--- config.mk ---
export PLATFORM = sky130hd
export DESIGN_NAME = jkload_shreg
export DESIGN_NICKNAME = d
export VERILOG_FILES = /design/src/rtl/jkshr_pkg.sv /design/src/rtl/jkshr_first_stage.sv /design/src/rtl/jkshr_polarity.sv /design/src/rtl/jkload_shreg.sv
export SDC_FILE = /design/constraint.sdc
export NUM_CORES = 1
export LEC_CHECK = 0
export ABC_AREA = 1
export BUFFER_PORTS_ARGS = -buffer_cell sky130_fd_sc_hd__buf_2
export CAP_MARGIN = 20
export CORE_AREA = 2 2 39 41
export CTS_BUF_LIST = sky130_fd_sc_hd__clkbuf_8
export DETAILED_ROUTE_END_ITERATION = 12
export DIE_AREA = 0 0 41 43
export PLACE_DENSITY = 0.44
export SYNTH_ARGS = -nofsm -noshare
export SYNTH_HDL_FRONTEND = slang
export SYNTH_SLANG_ARGS = --single-unit
--- constraint.sdc ---
create_clock -name clk -period 0.8 [get_ports clk]
set_input_delay 0.16 -clock clk [delete_from_list [all_inputs] [get_ports clk]]
set_output_delay 0.16 -clock clk [all_outputs]
set_load 0.02 [all_outputs]
--- src/rtl/jkshr_pkg.sv ---
package jkshr_pkg;

    typedef enum logic [0:0] {
        OP_SHIFT = 1'b0,
        OP_LOAD  = 1'b1
    } jkshr_op_e;

    // Next value of the first stage from J, active-low K and its present value
    function automatic logic jk_next(input logic j, input logic k_n, input logic cur);
        return (j & ~cur) | (k_n & cur);
    endfunction

endpackage

--- src/rtl/jkshr_first_stage.sv ---
module jkshr_first_stage
    import jkshr_pkg::*;
(
    input  logic j_i,
    input  logic k_n_i,
    input  logic cur_i,
    output logic nxt_o
);
    always_comb begin
        nxt_o = jk_next(j_i, k_n_i, cur_i);
    end
endmodule

--- src/rtl/jkshr_polarity.sv ---
module jkshr_polarity #(
    parameter int WIDTH = 4
) (
    input  logic             true_sel_i,
    input  logic [WIDTH-1:0] store_i,
    output logic [WIDTH-1:0] q_o
);
    localparam logic [WIDTH-1:0] INV_MASK = {WIDTH{1'b1}};

    always_comb begin
        q_o = true_sel_i ? store_i : (store_i ^ INV_MASK);
    end
endmodule

--- src/rtl/jkload_shreg.sv ---
module jkload_shreg
    import jkshr_pkg::*;
#(
    parameter int WIDTH = 4
) (
    input  logic             clk,
    input  logic             clear_i,
    input  logic             load_en_i,
    input  logic [WIDTH-1:0] par_i,
    input  logic             j_i,
    input  logic             k_n_i,
    input  logic             true_sel_i,
    output logic [WIDTH-1:0] q_o
);
    localparam int MSB = WIDTH - 1;

    typedef struct packed {
        logic [WIDTH-1:0] bits;
    } shreg_state_t;

    shreg_state_t state_d, state_q;
    jkshr_op_e    op;
    logic         stage0_nxt;

    assign op = load_en_i ? OP_LOAD : OP_SHIFT;

    jkshr_first_stage u_first (
        .j_i   (j_i),
        .k_n_i (k_n_i),
        .cur_i (state_q.bits[0]),
        .nxt_o (stage0_nxt)
    );

    always_comb begin
        state_d = state_q;
        case (op)
            OP_LOAD:  state_d.bits = par_i;
            default:  state_d.bits = {state_q.bits[MSB-1:0], stage0_nxt};
        endcase
    end

    always_ff @(posedge clk or posedge clear_i) begin
        if (clear_i) state_q <= '0;
        else         state_q <= state_d;
    end

    jkshr_polarity #(.WIDTH(WIDTH)) u_pol (
        .true_sel_i (true_sel_i),
        .store_i    (state_q.bits),
        .q_o        (q_o)
    );

    // ---------------- assertions ----------------
    a_r1_clear_outputs: assert property (@(posedge clk)
        clear_i |-> (q_o == (true_sel_i ? '0 : {WIDTH{1'b1}})));

    a_r3_load_word: assert property (@(posedge clk) disable iff (clear_i)
        load_en_i |=> (state_q.bits == $past(par_i)));

    a_r4_shift_up: assert property (@(posedge clk) disable iff (clear_i)
        !load_en_i |=> (state_q.bits[MSB:1] == $past(state_q.bits[MSB-1:0])));

    a_r5_jk_clear: assert property (@(posedge clk) disable iff (clear_i)
        (!load_en_i && !j_i && !k_n_i) |=> !state_q.bits[0]);

    a_r6_jk_set: assert property (@(posedge clk) disable iff (clear_i)
        (!load_en_i && j_i && k_n_i) |=> state_q.bits[0]);

    a_r7_jk_hold: assert property (@(posedge clk) disable iff (clear_i)
        (!load_en_i && !j_i && k_n_i) |=> (state_q.bits[0] == $past(state_q.bits[0])));

    a_r8_jk_toggle: assert property (@(posedge clk) disable iff (clear_i)
        (!load_en_i && j_i && !k_n_i) |=> (state_q.bits[0] != $past(state_q.bits[0])));

    a_r9_polarity: assert property (@(posedge clk)
        (q_o ^ state_q.bits) == (true_sel_i ? '0 : {WIDTH{1'b1}}));

endmodule

Word level (Yosys, flattened, before mapping)
Cells that the tools add are included.
{"block": "op_classes", "mux": 3, "bitwise": 5}
{"operator": "$mux 4", "count": 2}
{"operator": "$not 4->4", "count": 1}
{"operator": "$and 1x1->1", "count": 2}
{"operator": "$mux 1", "count": 1}
{"operator": "$not 1->1", "count": 1}
{"operator": "$or 1x1->1", "count": 1}
{"block": "totals", "reg_bits": 4}

Logic depth before layout (Yosys ltp)
{"block": "logic_depth", "word_depth": 4, "mapped_depth": 4, "ltp_nobuf": 4}

Modules after synthesis
A second synthesis with hierarchy kept.
{"block": "hier_totals", "cells_unflattened": 39, "hier_area_um2": 231.5}
{"module": "jkload_shreg", "n_inst": 1, "cells_each": 18, "area_per_inst_um2": 152.6, "seq_area_each_um2": 100.1}
{"module": "jkshr_polarity", "n_inst": 1, "cells_each": 17, "area_per_inst_um2": 63.8, "seq_area_each_um2": 0.0}
{"module": "jkshr_first_stage", "n_inst": 1, "cells_each": 4, "area_per_inst_um2": 15.0, "seq_area_each_um2": 0.0}

Least setup slack after synthesis
No wires, ideal clock.
{"block": "synth_timing", "kind": "reg-to-output", "startpoint": "register state_q[0] in the netlist's numbering", "endpoint": "output q_o[0]", "arrival_time_ns": 0.781, "setup_slack_ns": -0.141, "stages_incl_launch_ff": 2, "path_buffers": 0, "path_cell_list": "dfrtp_1 -> xnor2_1"}
{"block": "synth_via", "elab_chain_cells": 2}
{"item": "start: declaration", "line_no": "jkload_shreg.sv:21", "text": "shreg_state_t state_d, state_q;"}
{"item": "start signal: assignment", "line_no": "jkload_shreg.sv:44", "text": "else state_q <= state_d;"}
{"item": "$not 4->4 (no line)"}
{"item": "$mux 4 (*)", "line_no": "jkshr_polarity.sv:11", "text": "q_o = true_sel_i ? store_i : (store_i ^ INV_MASK);"}
{"item": "end: declaration", "line_no": "jkload_shreg.sv:13", "text": "output logic [WIDTH-1:0] q_o"}
Every way passes the cells marked *; elsewhere a longest branch is shown, timed or not.

Worst setup path after layout
Same ends and word-level chain as after synthesis.

==> flow_summary_export.csv <==
group,metric,value,unit
run_status,outcome,"complete, but fails checks",
run_status,violations,"setup timing",
sta,grt_setup_unrepaired,"true",
logic_synthesis,synth_commonest_cells,"10 x nand2_1, 4 x dfrtp_1, 4 x inv_1, 4 x xnor2_1",
critical_path,r2r_setup_slack,-30,ps
sta,fin_crit_sh,1.34,
sta,fmax,0.936,GHz
clock_tree,clock_latency,220,ps
floorplan,io_pins,14,
logic_synthesis,ys_types,9,
clock_tree,cts_root_buf,"clkbuf_8",
logic_synthesis,synth-edff-count,0,
sta,final_max_slew_viol_count,0,
clock_tree,htree_levels,1,
critical_path,crit_type,"flop to output port",
critical_path,crit-reg2reg-launch,"state_q[1]$_DFF_PP0_",
sta,worst_pin_slew,188,ps
logic_synthesis,ys_warn_count,0,
logic_synthesis,netlist_top_cells_area,"dfrtp_1 45%, nand2_1 17%, xnor2_1 16%, inv_1 6.7%, buf_6 5.0%",
logic_synthesis,ys_seq_elements,4,
clock_tree,cts.path.max_buffers,2,
logic_synthesis,ys.flop_type,"dfrtp_1",
critical_path,cp_num_cells,2,
sta,slew_headroom,0.875,
clock_tree,numCtsBuffers,3,
global_route,grt_use_total,0.0707,
pwr,power_density,2090,nW/um^2
critical_path,cp-startpoint,"state_q[0]$_DFF_PP0_",
logic_synthesis,synth.net_count,37,
logic_synthesis,netlist_instances,27,
routing,drt-initial-drc-count,1,
placement,place_area,335,sq um
routing,wl_per_cell,6.75,um
placement,dp_cells,56,
routing,drc,0,
final_layout,fillers,143,
flow_run,maxCapViolCount,0,
global_route,gr-total-overflow,0,
clock_tree,clock-sinks,4,
pwr,leakagePower,0.000241,uW
routing,wl,425,um
final_layout,n_antenna_cell,0,
sta,period_needed,1070,ps
final_layout,largest_register_ffs,4,
floorplan,die_h,43,um
critical_path,end_kind,"output port",
logic_synthesis,avgSynthCellArea,8.30,sq um
sta,hold_viol_final,0,
critical_path,cpMaxStageDelayCell,"dfrtp_1",
floorplan,die_area,1760,sq um
final_layout,nNetsFinal,59,
final_layout,drive_gt1_frac,0.617,
critical_path,cpLargestDelayFamily,"flip-flops",
floorplan,die_w,41,um
sta,fin_ws,-268,ps
sta,finClkSkew,1.78,ps
critical_path,critPathBufInv,1,
final_layout,largestRegisters,"state_q (4)",
sta,setup_violations,6,
critical_path,crit_path_start_kind,"flop",
global_route,antenna_found_initial,0,
placement,portBuffers,13,
logic_synthesis,synth_most_common_cell,"nand2_1",
pwr,power,901,uW
final_layout,top_register,"state_q",
pwr,vdd_ir_drop_max,503,uV
critical_path,crit_end,"q_o[0]",
routing,dr.pass1.iters,2,
critical_path,critPathRequiredTime,640,ps
critical_path,ff2ff_path_depth,4,
routing,vias_per_cell,3.35,
floorplan,rows,14,
logic_synthesis,async_reset_ff_frac,1.00,
critical_path,r2r-end,"state_q[2]$_DFF_PP0_",
logic_synthesis,ys_seq_area_frac,0.447,
global_route,grt_pass1_vias,190,
floorplan,start_util,0.162,
clock_tree,clkTransAtPathRegs,30,ps
logic_synthesis,syn-cell-area,224,sq um
logic_synthesis,synth_top_area_frac,0.447,
clock_tree,cts_tree,"built",
floorplan,core,1380,sq um
final_layout,syn_to_final_growth,92.7,%
critical_path,cpPeakStageDelay,400,ps
global_route,grt_pass1_wl,710,um
final_layout,design_area,432,sq um
routing,via_count,211,
hold_path,hold_path_class,"input port to flop",
critical_path,crit_fanout,2,
placement,place.gp.congestion,0.691,
critical_path,worstPathCellList,"xnor2_2 > buf_4",
global_route,grt_start_max_net_pins,7,
routing,ant_nets,0,
final_layout,fin_cells,63,
critical_path,critPathArrivalTime,910,ps
logic_synthesis,yosysTopAreaCell,"dfrtp_1",
-- report_power, final --
group          switching (uW)  internal, uW  leakage [uW]
clock                     100           320     0.0000216
sequential               18.1           223     0.0000482
combinational             105           134      0.000171
-- routing by layer --
layer / routed length (um) / vias up / track usage / share of wire
li1: - / 118 / - / -
met1: 209 / 77 / 0.0787 / 0.49
met2: 151 / 14 / 0.0688 / 0.36
met3: 43 / 2 / 0.0471 / 0.10
met4: 21 / 0 / 0.100 / 0.049
met5: 0 / - / 0 / 0
-- worst min-delay path by stage --
stage,startpoint,to,depth (start not counted)
finish,par_i[2],state_q[2]$_DFF_PP0_,3
global route,par_i[2],state_q[2]$_DFF_PP0_,3
CTS,par_i[2],state_q[2]$_DFF_PP0_,3
detailed placement,clear_i,state_q[0]$_DFF_PP0_,2
global placement,clear_i,state_q[1]$_DFF_PP0_,2
floorplan,clear_i,state_q[0]$_DFF_PP0_,1
-- repair_timing --
action / in CTS / in global routing
endpoints found under the hold margin: 4 / 0
setup buffers: 3 / 1
setup endpoints to repair: 4 / 7
gates cloned: 0 / 0
gates resized for setup: 4 / 5
pin swaps: 2 / 0
hold buffers: 1 / 0
-- logic make-up (layout without fill, tap and decap cells) --
group                     after synthesis  count (layout)  synth area share
DFF                                     4               4             0.447
and+or+nand+nor                        12              12             0.240
AOI/OAI and AO/OA                       1               1            0.0223
xor gates and xnor gates                4               4             0.156
buffers and inverters                   6              26             0.134
-- layout make-up --
| class | count | area, sq um | area share |
|---|---|---|---|
| repair buffers | 18 | 123 | 0.284 |
| clock buffers | 3 | 41.3 | 0.0957 |
| flip-flops and latches | 4 | 100 | 0.232 |
| inverters | 5 | 21.3 | 0.0493 |
| well taps | 16 | 20.0 | 0.0464 |
| multi-input cells | 17 | 126 | 0.293 |
-- placed cells by master, fill, tap and decap left out --
cell / n
buf_4: 6
inv_4: 1
buf_6: 2
dlygate4sd3_1: 1
buf_2: 9
nand2_1: 9
xnor2_2: 4
nand3_2: 1
dfrtp_1: 4
nand2_2: 2
inv_2: 1
clkbuf_8: 3
inv_1: 3
o21ai_1: 1
-- worst register-to-register path: cells and delay by family (launching register included) --
family                 cells  cell delay (ps)
buffers and inverters      2              240
flip-flops                 1              390
AND/OR/NAND/NOR            2               80
-- per-stage QoR --
stage,setup WS [ps],setup TNS (ps),hold slack (ps),utilization
after floorplan,-13.0,-13.9,-73.9,-
after global placement,-39.7,-135,49.4,0.242
after detailed placement,-57.4,-153,42.3,0.242
after CTS,-265,-1150,146,0.304
after global routing,-297,-1310,155,0.312
final,-268,-1080,142,0.312
(Power assumes the default switching activity.)
